[src/rtl/vco_adc_pkg.sv]
package vco_adc_pkg;
  localparam int unsigned ACC_W  = 32;
  localparam int unsigned STAGES = 3;
  typedef logic [ACC_W-1:0] acc_t;
endpackage

[src/rtl/vco_phase_sampler.sv]
module vco_phase_sampler #(
  parameter int unsigned NUM_PHASES = 11
) (
  input  logic                  clk,
  input  logic                  rst_n,
  input  logic [NUM_PHASES-1:0] phase_i,
  output logic [NUM_PHASES-1:0] edge_o
);
  logic [NUM_PHASES-1:0] cur_q;
  logic [NUM_PHASES-1:0] old_q;

  for (genvar g = 0; g < NUM_PHASES; g++) begin : g_phase
    always_ff @(posedge clk or negedge rst_n) begin
      if (!rst_n) begin
        cur_q[g] <= 1'b0;
        old_q[g] <= 1'b0;
      end else begin
        cur_q[g] <= phase_i[g];
        old_q[g] <= cur_q[g];
      end
    end
    assign edge_o[g] = cur_q[g] ^ old_q[g];
  end
endmodule

[src/rtl/vco_edge_adder.sv]
module vco_edge_adder #(
  parameter int unsigned NUM_PHASES = 11,
  parameter int unsigned CNT_W      = 4
) (
  input  logic                  clk,
  input  logic                  rst_n,
  input  logic [NUM_PHASES-1:0] edge_i,
  output logic [CNT_W-1:0]      count_o
);
  logic [CNT_W-1:0] sum_d;
  logic [CNT_W-1:0] sum_q;

  always_comb begin
    sum_d = '0;
    for (int i = 0; i < NUM_PHASES; i++) begin
      sum_d = sum_d + CNT_W'(edge_i[i]);
    end
  end

  always_ff @(posedge clk or negedge rst_n) begin
    if (!rst_n) sum_q <= '0;
    else        sum_q <= sum_d;
  end

  assign count_o = sum_q;
endmodule

[src/rtl/vco_cic_decim.sv]
module vco_cic_decim
  import vco_adc_pkg::*;
#(
  parameter int unsigned IN_W     = 4,
  parameter int unsigned RATIO_LO = 256,
  parameter int unsigned RATIO_HI = 512
) (
  input  logic            clk,
  input  logic            rst_n,
  input  logic [IN_W-1:0] sample_i,
  input  logic            ratio_sel_i,
  output acc_t            data_o,
  output logic            valid_o,
  output logic            settling_o
);
  localparam int unsigned DCNT_W   = $clog2(RATIO_HI);
  localparam int unsigned SETTLE_N = STAGES;
  localparam int unsigned SCNT_W   = $clog2(SETTLE_N + 1);

  acc_t integ_q [STAGES];
  acc_t integ_d [STAGES];
  acc_t dly_q   [STAGES];
  acc_t dly_d   [STAGES];
  acc_t diff    [STAGES];
  acc_t data_q;

  logic [DCNT_W-1:0] dcnt_q, dcnt_d, term;
  logic              ratio_q, ratio_d, primed_q;
  logic              boundary, ratio_ld;
  logic [SCNT_W-1:0] outs_q, outs_d;
  logic              settle_d, settle_q, valid_q;

  // integrators at the input rate, wrapping modulo 2^ACC_W
  always_comb begin
    integ_d[0] = integ_q[0] + ACC_W'(sample_i);
    for (int s = 1; s < STAGES; s++) begin
      integ_d[s] = integ_q[s] + integ_q[s-1];
    end
  end

  // decimation counter and ratio latch
  always_comb begin
    term     = ratio_q ? DCNT_W'(RATIO_HI - 1) : DCNT_W'(RATIO_LO - 1);
    boundary = (dcnt_q == term);
    dcnt_d   = boundary ? '0 : dcnt_q + 1'b1;
    ratio_ld = boundary | ~primed_q;
    ratio_d  = ratio_ld ? ratio_sel_i : ratio_q;
  end

  // comb chain at the output rate
  always_comb begin
    diff[0]  = integ_q[STAGES-1] - dly_q[0];
    dly_d[0] = integ_q[STAGES-1];
    for (int s = 1; s < STAGES; s++) begin
      diff[s]  = diff[s-1] - dly_q[s];
      dly_d[s] = diff[s-1];
    end
  end

  always_comb begin
    settle_d = boundary & (outs_q < SCNT_W'(SETTLE_N));
    outs_d   = settle_d ? outs_q + 1'b1 : outs_q;
  end

  always_ff @(posedge clk or negedge rst_n) begin
    if (!rst_n) begin
      for (int s = 0; s < STAGES; s++) begin
        integ_q[s] <= '0;
        dly_q[s]   <= '0;
      end
      data_q   <= '0;
      dcnt_q   <= '0;
      ratio_q  <= 1'b0;
      primed_q <= 1'b0;
      outs_q   <= '0;
      settle_q <= 1'b0;
      valid_q  <= 1'b0;
    end else begin
      integ_q  <= integ_d;
      dcnt_q   <= dcnt_d;
      ratio_q  <= ratio_d;
      primed_q <= 1'b1;
      outs_q   <= outs_d;
      settle_q <= settle_d;
      valid_q  <= boundary;
      if (boundary) begin
        dly_q  <= dly_d;
        data_q <= diff[STAGES-1];
      end
    end
  end

  assign data_o     = data_q;
  assign valid_o    = valid_q;
  assign settling_o = settle_q;
endmodule

[src/rtl/vco_edge_decimator.sv]
module vco_edge_decimator #(
  parameter int unsigned NUM_PHASES = 11,
  parameter int unsigned RATIO_LO   = 256,
  parameter int unsigned RATIO_HI   = 512,
  localparam int unsigned CNT_W     = $clog2(NUM_PHASES + 1)
) (
  input  logic                  clk,
  input  logic                  rst_n,
  input  logic [NUM_PHASES-1:0] phase_i,
  input  logic                  ratio_sel_i,
  output logic [CNT_W-1:0]      edge_cnt_o,
  output logic [31:0]           dout_o,
  output logic                  dout_valid_o,
  output logic                  dout_settling_o
);
  logic [NUM_PHASES-1:0] edges;

  vco_phase_sampler #(.NUM_PHASES(NUM_PHASES)) u_sampler (
    .clk     (clk),
    .rst_n   (rst_n),
    .phase_i (phase_i),
    .edge_o  (edges)
  );

  vco_edge_adder #(.NUM_PHASES(NUM_PHASES), .CNT_W(CNT_W)) u_adder (
    .clk     (clk),
    .rst_n   (rst_n),
    .edge_i  (edges),
    .count_o (edge_cnt_o)
  );

  vco_cic_decim #(.IN_W(CNT_W), .RATIO_LO(RATIO_LO), .RATIO_HI(RATIO_HI)) u_cic (
    .clk         (clk),
    .rst_n       (rst_n),
    .sample_i    (edge_cnt_o),
    .ratio_sel_i (ratio_sel_i),
    .data_o      (dout_o),
    .valid_o     (dout_valid_o),
    .settling_o  (dout_settling_o)
  );
endmodule

[config.mk]
export PLATFORM = sky130hd
export DESIGN_NAME = vco_edge_decimator
export DESIGN_NICKNAME = d
export VERILOG_FILES = /design/src/rtl/vco_adc_pkg.sv /design/src/rtl/vco_phase_sampler.sv /design/src/rtl/vco_edge_adder.sv /design/src/rtl/vco_cic_decim.sv /design/src/rtl/vco_edge_decimator.sv
export SDC_FILE = /design/constraint.sdc
export NUM_CORES = 1
export LEC_CHECK = 0
export BUFFER_PORTS_ARGS = -buffer_cell sky130_fd_sc_hd__buf_2
export CAP_MARGIN = 30
export CORE_AREA = 2 2 183 185
export DETAILED_ROUTE_END_ITERATION = 7
export DIE_AREA = 0 0 185 187
export PLACE_DENSITY = 0.65
export REMOVE_ABC_BUFFERS = 1
export SKIP_LAST_GASP = 1
export SLEW_MARGIN = 5
export SYNTH_ARGS = -nofsm -noshare
export SYNTH_HDL_FRONTEND = slang
export SYNTH_HIERARCHICAL = 1
export SYNTH_SLANG_ARGS = --single-unit
export TNS_END_PERCENT = 1
[constraint.sdc]
create_clock -name clk -period 12.33 [get_ports clk]
set_clock_uncertainty 0.05 [all_clocks]
set_input_delay 2.466 -clock clk [delete_from_list [all_inputs] [get_ports clk]]
set_output_delay 2.466 -clock clk [all_outputs]
set_load 0.02 [all_outputs]
Word-level counts from Yosys, hierarchy flattened. Cells that the tools add are included.

Register bits after elaboration: 265. Latch bits: 0. RAM bits: 0. Memory bits (read-only): 0. Input port bits: 14. Output and inout bits: 38. Logic and storage cells: 72. Memories kept: 0.

Add/subtract/negate cells: 18. Multipliers: 0. Divide/modulo/power cells: 0. Order comparisons: 1. Equality and inequality tests: 1. Shifts and indexed selects: 0. Mux-type cells: 2. Bitwise gates (word level): 14. Reduce and logical (&&, ||, !) cells: 0.

Operators with widths (number): 32-bit subtractor (3); 32-bit adder (2); 4-bit by 1-bit adder with 4-bit output (9); 32-bit by 4-bit adder with 32-bit output (1); 9-bit two-way mux (2); 1-bit XOR (11); 9-bit by 1-bit adder with 9-bit output (second input constant) (1); 9-bit == test (1); 1-bit by 1-bit adder with 2-bit output (1); 2-bit by 1-bit adder with 2-bit output (second input constant) (1); 2-bit less-than comparator (second input constant) (1); 1-bit bitwise AND (1); 1-bit NOT (1); 1-bit bitwise OR (1).

Depth between registers and ports, before layout. Gate-level depths: netlist of the first run.

Depth after elaboration: 11. Gate-level depth with buffers: 33. Gate-level depth less buffers: 33.

Hierarchy. Netlist of the first run, hierarchy kept.

Modules (own cells, without submodules): vco_cic_decim (times used 1, cells an instance 1734, area an instance 15722.6 sq um, seq. area each 5980.7 sq um); vco_phase_sampler (times used 1, cells an instance 33, area an instance 646.9 sq um, seq. area each 550.5 sq um); vco_edge_adder (times used 1, cells an instance 32, area an instance 354.1 sq um, seq. area each 100.1 sq um).

Least setup slack after synthesis of the first run. OpenSTA, ideal clock, no wires.

Kind: reg2reg. From: register u_cic.integ_q (netlist bit u_cic/dly_d[64]). To: register u_cic.data_q[31], in the netlist u_cic/data_o[31]. Library setup time: 131 ps. Data arrival time: 5751 ps. Required time: 12149 ps. Slack: 6398 ps. Stages on the path, launching flop included: 32. Path buffers: 0. Period minus slack after synthesis: 5932 ps. Cells stage by stage: dfrtp_1 -> inv_1 -> ha_1 -> inv_1 -> fa_1 -> a21o_1 -> a21oi_1 -> nor2b_1 -> a41oi_1 -> and2_1 -> o21a_1 -> xnor2_1 -> ha_1 -> nand2_1 -> nor2_1 -> a2111oi_1 -> nand2_1 -> a21o_1 -> a21oi_1 -> o311ai_1 -> xor2_1 -> ha_1 -> and3_1 -> and3_1 -> and3_1 -> nand3_1 -> a311oi_1 -> o21ai_1 -> o21ai_0 -> xor2_1 -> xnor2_1 -> o21ai_1.

RTL lines: start, declared (line vco_cic_decim.sv:20) `acc_t integ_q [STAGES];`; start signal, assigned (line vco_cic_decim.sv:79) `integ_q <= integ_d;`; end signal, assigned (line vco_cic_decim.sv:88) `data_q <= diff[STAGES-1];`; end, declared (line vco_cic_decim.sv:25) `acc_t data_q;`.

==> metrics.txt, run 1 <==
first-pass GRT wire length=54800 um; Final Max Tran Viols=0; post-synthesis compound-gate area fraction=19.4%; grt ovf=0; # IOs=52; CP startpoint=u_cic/dly_d[64]; Gate Count Post-Synth=1799; RSZ-0062 raised after global routing=false; drt wl/cell=13.3 um; largest area contributor in the netlist=dfrtp_1; main combinational cell family by area after synthesis=compound AO/OA/AOI/OAI gates; YS warnings=6; layer with the highest usage=met2; initial core utilization=roughly 50%; startpoint types=flip-flop; root buffer cell=clkbuf_16; Final period util=~55%; ranking of synthesized cells by area=dfrtp_1 (40%), ha_1 (12%), xnor2_1 (6.3%); Post-CTS Hold Fix Bufs=0; antenna cell count=0; antenna violations before repair=0; worst hold start=u_sampler/cur_q[6]; # resized after CTS=0; Worst-Margin Slew=0.767 ns; met1 Use GR=25.0%; Post-Synth Simple-Gate Area=12.0%; Yosys reg bits=265; Area Overhead vs Synth=10.8%; mux cell area share after synthesis=less than 1%; clock slew at reported path FFs=0.06 ns; max_cap viols=0; status=finished clean; vias per cell=5.31; FF-to-FF Start=u_cic/dly_d[64]; DIE WIDTH=approximately 190 um; post-route ant nets=0; dpl hpwl=approximately 23000 um; Unique masters post-synth=73; number of global-route vias before repair=between 10000 and 15000; core area=32900 sq um; Mean Syn Cell Area=9.30 sq um; final setup violation count=0; 1st-pass router iterations=5; number of synthesized flops with an enable pin=0; Port Buf Inserts=51; asr flop ratio synth=100%; grt met2 use=31.1%; Worst Path Arrival=7.14 ns; dominant synthesized flop cell=dfrtp_1; CTS H-tree depth=1; Max-Slew Margin vs Limit=between 40% and 50%; die footprint=34600 sq um; xor-xnor portion of the synthesized cell area=between 9 and 10%; Final Hold Viols=0; Max Fclk=148 MHz; CTS sink count=265; setup TNS=0 ns; Die Span Y=187 um; TritonCTS clock tree=done; met3 usage=2.57%; CP Max Fanout=6; adder-cell share of the synthesized area=13.9%; mapped cell area=16700 sq um; worst endpoint required time=12.69 ns; Seq/Total Area, Yosys=about two fifths; total wire length=31000 um; 1st-iter DRT viols=500; HP Class=flip-flop to flip-flop; area fraction of the dominant cell type after synthesis=39.7%; DRC=0; CP endpoint kind=flip-flop; share of layout cells above drive strength 1=7.13%; crit-path max cell delay=0.47 ns; crit path kind=flip-flop to flip-flop; Tot GR Track Use=18.5%; nets=between 2000 and 2500; maximum number of pins on one net before global-route repair=115; via count=about 12000; CTS buffer count=31; routability cong.=0.848; Worst path slowest cell=a2111oi_1; Max clock buf depth=3; worst skew pair latency=approximately 0.56 ns; Std-Cell Rows=67; Tmin final=6.77 ns; setup bufs post-CTS=0
-- per-stage QoR --
step	hold slack, ns	utilization (%)	cell area, sq um	std cells	worst slack (ns)
after global placement	0.330	53.1	17500	2268	5.68
after floorplan	0.322	-	16600	1765	6.35
after detailed placement	0.330	53.2	17500	2269	5.58
final	0.338	56.4	18500	2327	5.56
after global routing	0.357	56.4	18500	2327	4.84
after CTS	0.343	56.2	18500	2325	5.55
-- layout by cell type (no fill, tap or decap), drive strengths merged, types with 7 or more instances in the layout --
| master | count |
|---|---|
| a21oi | 133 |
| nor2b | 21 |
| a211oi | 10 |
| o21a | 32 |
| clkbuf | 48 |
| and2 | 8 |
| fa | 12 |
| xnor2 | 121 |
| and3 | 21 |
| nand3 | 40 |
| a31oi | 12 |
| nand2b | 16 |
| nor2 | 95 |
| nand2 | 184 |
| buf | 58 |
| a21o | 84 |
| nand4 | 14 |
| xor2 | 66 |
| inv | 158 |
| o21bai | 14 |
| dfrtp | 265 |
| o21ai | 175 |
| mux2 | 13 |
| ha | 166 |
| o211ai | 7 |
| or3 | 7 |
-- cell type report --
type	instances	area [sq um]
sequential	265	6630
timing repair buffer	58	378
clock buffer	48	940
clock inverter	8	53.8
tap	448	561
inverter	157	592
multi-input combinational	1343	9380
fill	2938	14300
-- final timing paths --
check	slack, ns	cells past startpoint	end
worst max-delay path	5.56	31	u_cic/data_o[31]
worst min-delay path	0.34	0	u_sampler/old_q[6]
worst max register to register	5.56	31	u_cic/data_o[31]
worst min register to register	0.34	0	u_sampler/old_q[6]
max in group asynchronous	9.05	3	u_cic/data_o[20]
min in group asynchronous	1.88	1	u_sampler/cur_q[8]
-- sequential cells by signal, indices dropped and copies added, names as in the netlist --
| register | count |
|---|---|
| u_adder/count_o | 4 |
| u_cic/data_o | 32 |
| u_cic/dcnt_q | 9 |
| u_cic/dly_d | 32 |
| u_cic/dly_q | 96 |
| u_cic/integ_q | 64 |
| u_cic/outs_q | 2 |
| u_cic/primed_q | 1 |
| u_cic/ratio_q | 1 |
| u_cic/settling_o | 1 |
| u_cic/valid_o | 1 |
| u_sampler/cur_q | 11 |
| u_sampler/old_q | 11 |
-- cells in the mapped netlist (3+ instances only) --
cell type,instances
nand3_1,40
dfrtp_1,265
a41oi_1,3
ha_1,166
a31oi_1,12
inv_1,157
clkbuf_1,32
xor2_1,66
a2111oi_0,5
o22ai_1,4
nor2b_1,21
a21oi_1,131
o21bai_1,14
o211ai_1,7
o21ai_1,28
nor4_1,6
nand2b_1,16
and2_1,7
and3_1,21
nor3b_1,4
or2_2,5
nand2_1,184
xnor2_1,121
a211oi_1,9
o21a_1,32
and4_1,3
or3_1,7
a211o_1,3
mux2_2,13
nor2_1,95
nand4_1,14
a2111o_1,4
a21boi_0,3
o21ai_0,146
a21o_1,84
nor3_1,6
o31ai_1,6
fa_1,12
a311oi_1,4
-- worst max-delay path, delay by kind of cell (launching register included) --
kind / cells / cell delay [ns]
compound gates: 12 / 2.75
xor+xnor: 4 / 0.68
fa+ha+maj: 4 / 1.30
buf+inv: 2 / 0.12
flops: 1 / 0.38
simple gates: 9 / 1.35
-- logic make-up after synthesis --
kind of cell / after synthesis
compound gates: 524
simple gates: 438
flops: 265
buf+inv: 191
xor+xnor: 187
fa+ha+maj: 178
mux: 15
other cells: 1
-- per-layer routing --
layer	wire, um	part of all wire [%]	vias to the layer above
met2	14100	46	189
met3	1050	3.4	60
met1	15100	49	5705
met4	747	2.4	0
met5	0	0	-
li1	-	-	6397
Power of run 1 is not shown: default switching activity piles up to over one toggle a cycle in this logic, so the estimate is an artifact.
==> run 2, diff against run 1 <==
--- a/config.mk
+++ b/config.mk
@@ -5,11 +5,12 @@
 export SDC_FILE = /design/constraint.sdc
 export NUM_CORES = 1
 export LEC_CHECK = 0
+export ABC_AREA = 1
 export BUFFER_PORTS_ARGS = -buffer_cell sky130_fd_sc_hd__buf_2
 export CAP_MARGIN = 30
-export CORE_AREA = 2 2 183 185
+export CORE_AREA = 2 2 190 192
 export DETAILED_ROUTE_END_ITERATION = 7
-export DIE_AREA = 0 0 185 187
+export DIE_AREA = 0 0 192 194
 export PLACE_DENSITY = 0.65
 export REMOVE_ABC_BUFFERS = 1
 export SKIP_LAST_GASP = 1
==> constraint.sdc (replaced) <==
create_clock -name clk -period 6.38 [get_ports clk]
set_clock_uncertainty 0.05 [all_clocks]
set_input_delay 1.276 -clock clk [delete_from_list [all_inputs] [get_ports clk]]
set_output_delay 1.276 -clock clk [all_outputs]
set_load 0.02 [all_outputs]
==> run 2 against run 1 <==
  * Final area is 7.2% higher
  * Hold slack better by 0.0035 ns
  * Count of clock-buffer cells in the layout is 1 lower
  * Global-route usage is 3.5 points higher
  * Sequential cell count stayed put
  * Core utilization hardly changed
  * Fmax is 22% higher
  * Synthesized cell count is 26% higher
  * Routed wire length is 30% higher
  * Setup slack worse by 4.7 ns
==> metrics.txt, run 2 <==
Final Hold Viols=0 (unchanged); antenna cell count=0 (unchanged); startpoint types=flip-flop; number of synthesized flops with an enable pin=0 (unchanged); CP startpoint=u_cic/dly_d[64]; initial core utilization=51.4% (+0.50 points); Reg2Reg Depth=34 (+9.7%); asr flop ratio synth=100% (unchanged); CP Max Fanout=6 (unchanged); Worst-Margin Slew=0.884 ns (+0.117 ns); mapped cell area=18100 sq um (+8.2%); die footprint=37200 sq um (+7.7%); crit path kind=flip-flop to flip-flop; Commonest cells post-synth=nand2_1 (489), inv_1 (308), dfrtp_1 (265); core area=35200 sq um (+7.2%); most frequent cells in the layout=nand2_1 (489), inv_1 (308), dfrtp_1 (265); Max-Slew Margin vs Limit=41.1% (-7.8 points); Area after DPL=18800 sq um (+7.5%); r2r setup slk=0.83 ns (-4.73 ns); CTS sink count=265 (unchanged); TritonCTS clock tree=done; 1st-iter DRT viols=633 (+27%); Crit path top cell by count=nand2_1; Mean Syn Cell Area=8.00 sq um (-14%); Top Registers=u_cic/dly_q: 96 flops, u_cic/integ_q: 64 flops; Unique masters post-synth=55 (-25%); grt ovf=0 (unchanged); area fraction of the dominant cell type after synthesis=36.6% (-3.0 points); number of global-route vias before repair=14900 (+22%); share of layout cells above drive strength 1=7.63% (+0.50 points); CP endpoint=u_cic/data_o[31]; Final Max Tran Viols=0 (unchanged); post-synthesis compound-gate area fraction=14.8% (-4.6 points); DIE WIDTH=192 um (+3.8%); CTS H-tree depth=1 (unchanged); Post-CTS Hold Fix Bufs=0 (unchanged); routability cong.=0.915 (+8.0%); post-route ant nets=0 (unchanged); total wire length=40200 um (+30%); mux cell area share after synthesis=0.0622% (-0.93 points); Post-Synth Simple-Gate Area=20.1% (+8.1 points); nets=2515 (+23%); via count=14700 (+19%); # IOs=52 (unchanged); dominant synthesized flop cell=dfrtp_1; number of flip-flops in the largest register=96 (unchanged); 1st-pass router iterations=5 (unchanged); final setup violation count=0 (unchanged); Port Buf Inserts=51 (unchanged); setup bufs post-CTS=0 (unchanged); r2r endpoint=u_cic/data_o[31]; most frequent cell after synthesis=nand2_1; CP endpoint kind=flip-flop; Max Fclk=180 MHz (+22%); post-route cell area=19900 sq um (+7.2%); antenna violations before repair=0 (unchanged); Max clock buf depth=3 (unchanged); root buffer cell=clkbuf_16; Gate Count Post-Synth=2263 (+26%); most common cell after layout, fill and taps aside=nand2_1; Worst Path Arrival=5.96 ns (-1.18 ns); ranking of synthesized cells by area=dfrtp_1 (37%), ha_1 (11%), nand2_1 (10%); setup TNS=0 ns (unchanged); xor-xnor portion of the synthesized cell area=8.03% (-1.8 points); status=finished clean; largest area contributor in the netlist=dfrtp_1; RSZ-0062 raised after global routing=false; drt wl/cell=14.3 um (+7.4%); FF-to-FF Start=u_cic/dly_d[64]; Final period util=87.0% (+32 points); Top reg by flops=u_cic/dly_q; worst hold path depth=0 (unchanged); dpl hpwl=31100 um (+35%); clock slew at reported path FFs=0.06 ns (about the same); Area Overhead vs Synth=9.77%; fill count=3267 (+11%); Std-Cell Rows=69 (+3.0%); # resized after CTS=0 (unchanged); max_cap viols=0 (unchanged); maximum number of pins on one net before global-route repair=151 (+31%); vias per cell=5.23 (-1.5%); Worst path slowest cell=fa_1; Tmin final=5.55 ns (-1.22 ns); HP Class=flip-flop to flip-flop; Die Span Y=194 um (+3.7%); Yosys reg bits=265 (unchanged); Seq/Total Area, Yosys=36.6% (-3.0 points); Cells after DPL=2750 (+21%); Tot GR Track Use=22.0% (+3.5 points); CTS buffer count=31 (unchanged); first-pass GRT wire length=68100 um (+24%); main combinational cell family by area after synthesis=simple AND/OR/NAND/NOR gates; worst endpoint required time=6.79 ns (-5.90 ns); DRC=0 (unchanged); crit-path max cell delay=0.39 ns (-0.08 ns); adder-cell share of the synthesized area=12.8% (-1.1 points); YS warnings=6 (unchanged); worst skew pair latency=0.58 ns (+0.02 ns); Non-Filler Instances=2807 (+21%)
==> run 2: cell types whose count changed in the layout (fill, tap and decap cells not counted), moves of 41 or more <==
cell	before	now
nand2_1	183	489
inv_1	156	308
a21o_1	84	19
xnor2_1	121	59
nor2_1	95	150
nand3_1	40	81
xor2_1	66	107
==> run 2: cell families after synthesis <==
logic type,after synthesis
compound gates,468
flops,265
xor+xnor,166
simple gates,845
buf+inv,339
fa+ha+maj,178
other cells,1
mux,1
==> run 2: worst max-delay path: cells and delay by family (launching register included) <==
family	cells	cell delay [ns]
AO/OA/AOI/OAI	10	1.73
buffers and inverters	5	0.30
flip-flops	1	0.38
XOR/XNOR	1	0.18
adder cells (fa/ha/maj)	4	1.26
AND/OR/NAND/NOR	14	1.54
==> run 2: cell type report <==
class / instances / area (sq um) / share of cell area [%]
multi-input combinational: 1659 / 10100 / 50.8
inverter: 310 / 1160 / 5.86
tap: 461 / 577 / 2.90
timing repair buffer: 56 / 348 / 1.75
clock buffer: 47 / 906 / 4.56
clock inverter: 9 / 141 / 0.712
sequential: 265 / 6630 / 33.4
==> run 2: metrics by stage <==
step | hold slack, ns | util, % | setup WS, ns
global placement | 0.328 | 53.3 | 0.975
global route | 0.359 | 56.4 | 0.247
detailed placement | 0.337 | 53.4 | 0.906
floorplan | 0.324 | - | 1.47
CTS | 0.343 | 56.3 | 0.863
finish | 0.341 | 56.4 | 0.828
==> run 2: per-layer routing <==
layer	vias to the layer above	global-route usage [%]	share of wire (%)
met5	-	0	0
met4	0	7.92	3.7
met3	91	2.53	2.9
met2	235	39.3	49
met1	6747	27.2	45
li1	7601	-	-
==> run 2: worst min-delay path by stage <==
stage	startpoint	to
3_3_place_gp	u_sampler/cur_q[6]	u_sampler/old_q[6]
5_1_grt	u_sampler/cur_q[2]	u_sampler/old_q[2]
4_1_cts	u_sampler/cur_q[2]	u_sampler/old_q[2]
6_report	u_sampler/cur_q[2]	u_sampler/old_q[2]
3_5_place_dp	u_sampler/cur_q[2]	u_sampler/old_q[2]
2_1_floorplan	u_sampler/cur_q[0]	u_sampler/old_q[0]
Power of run 2 is left out for the same reason.
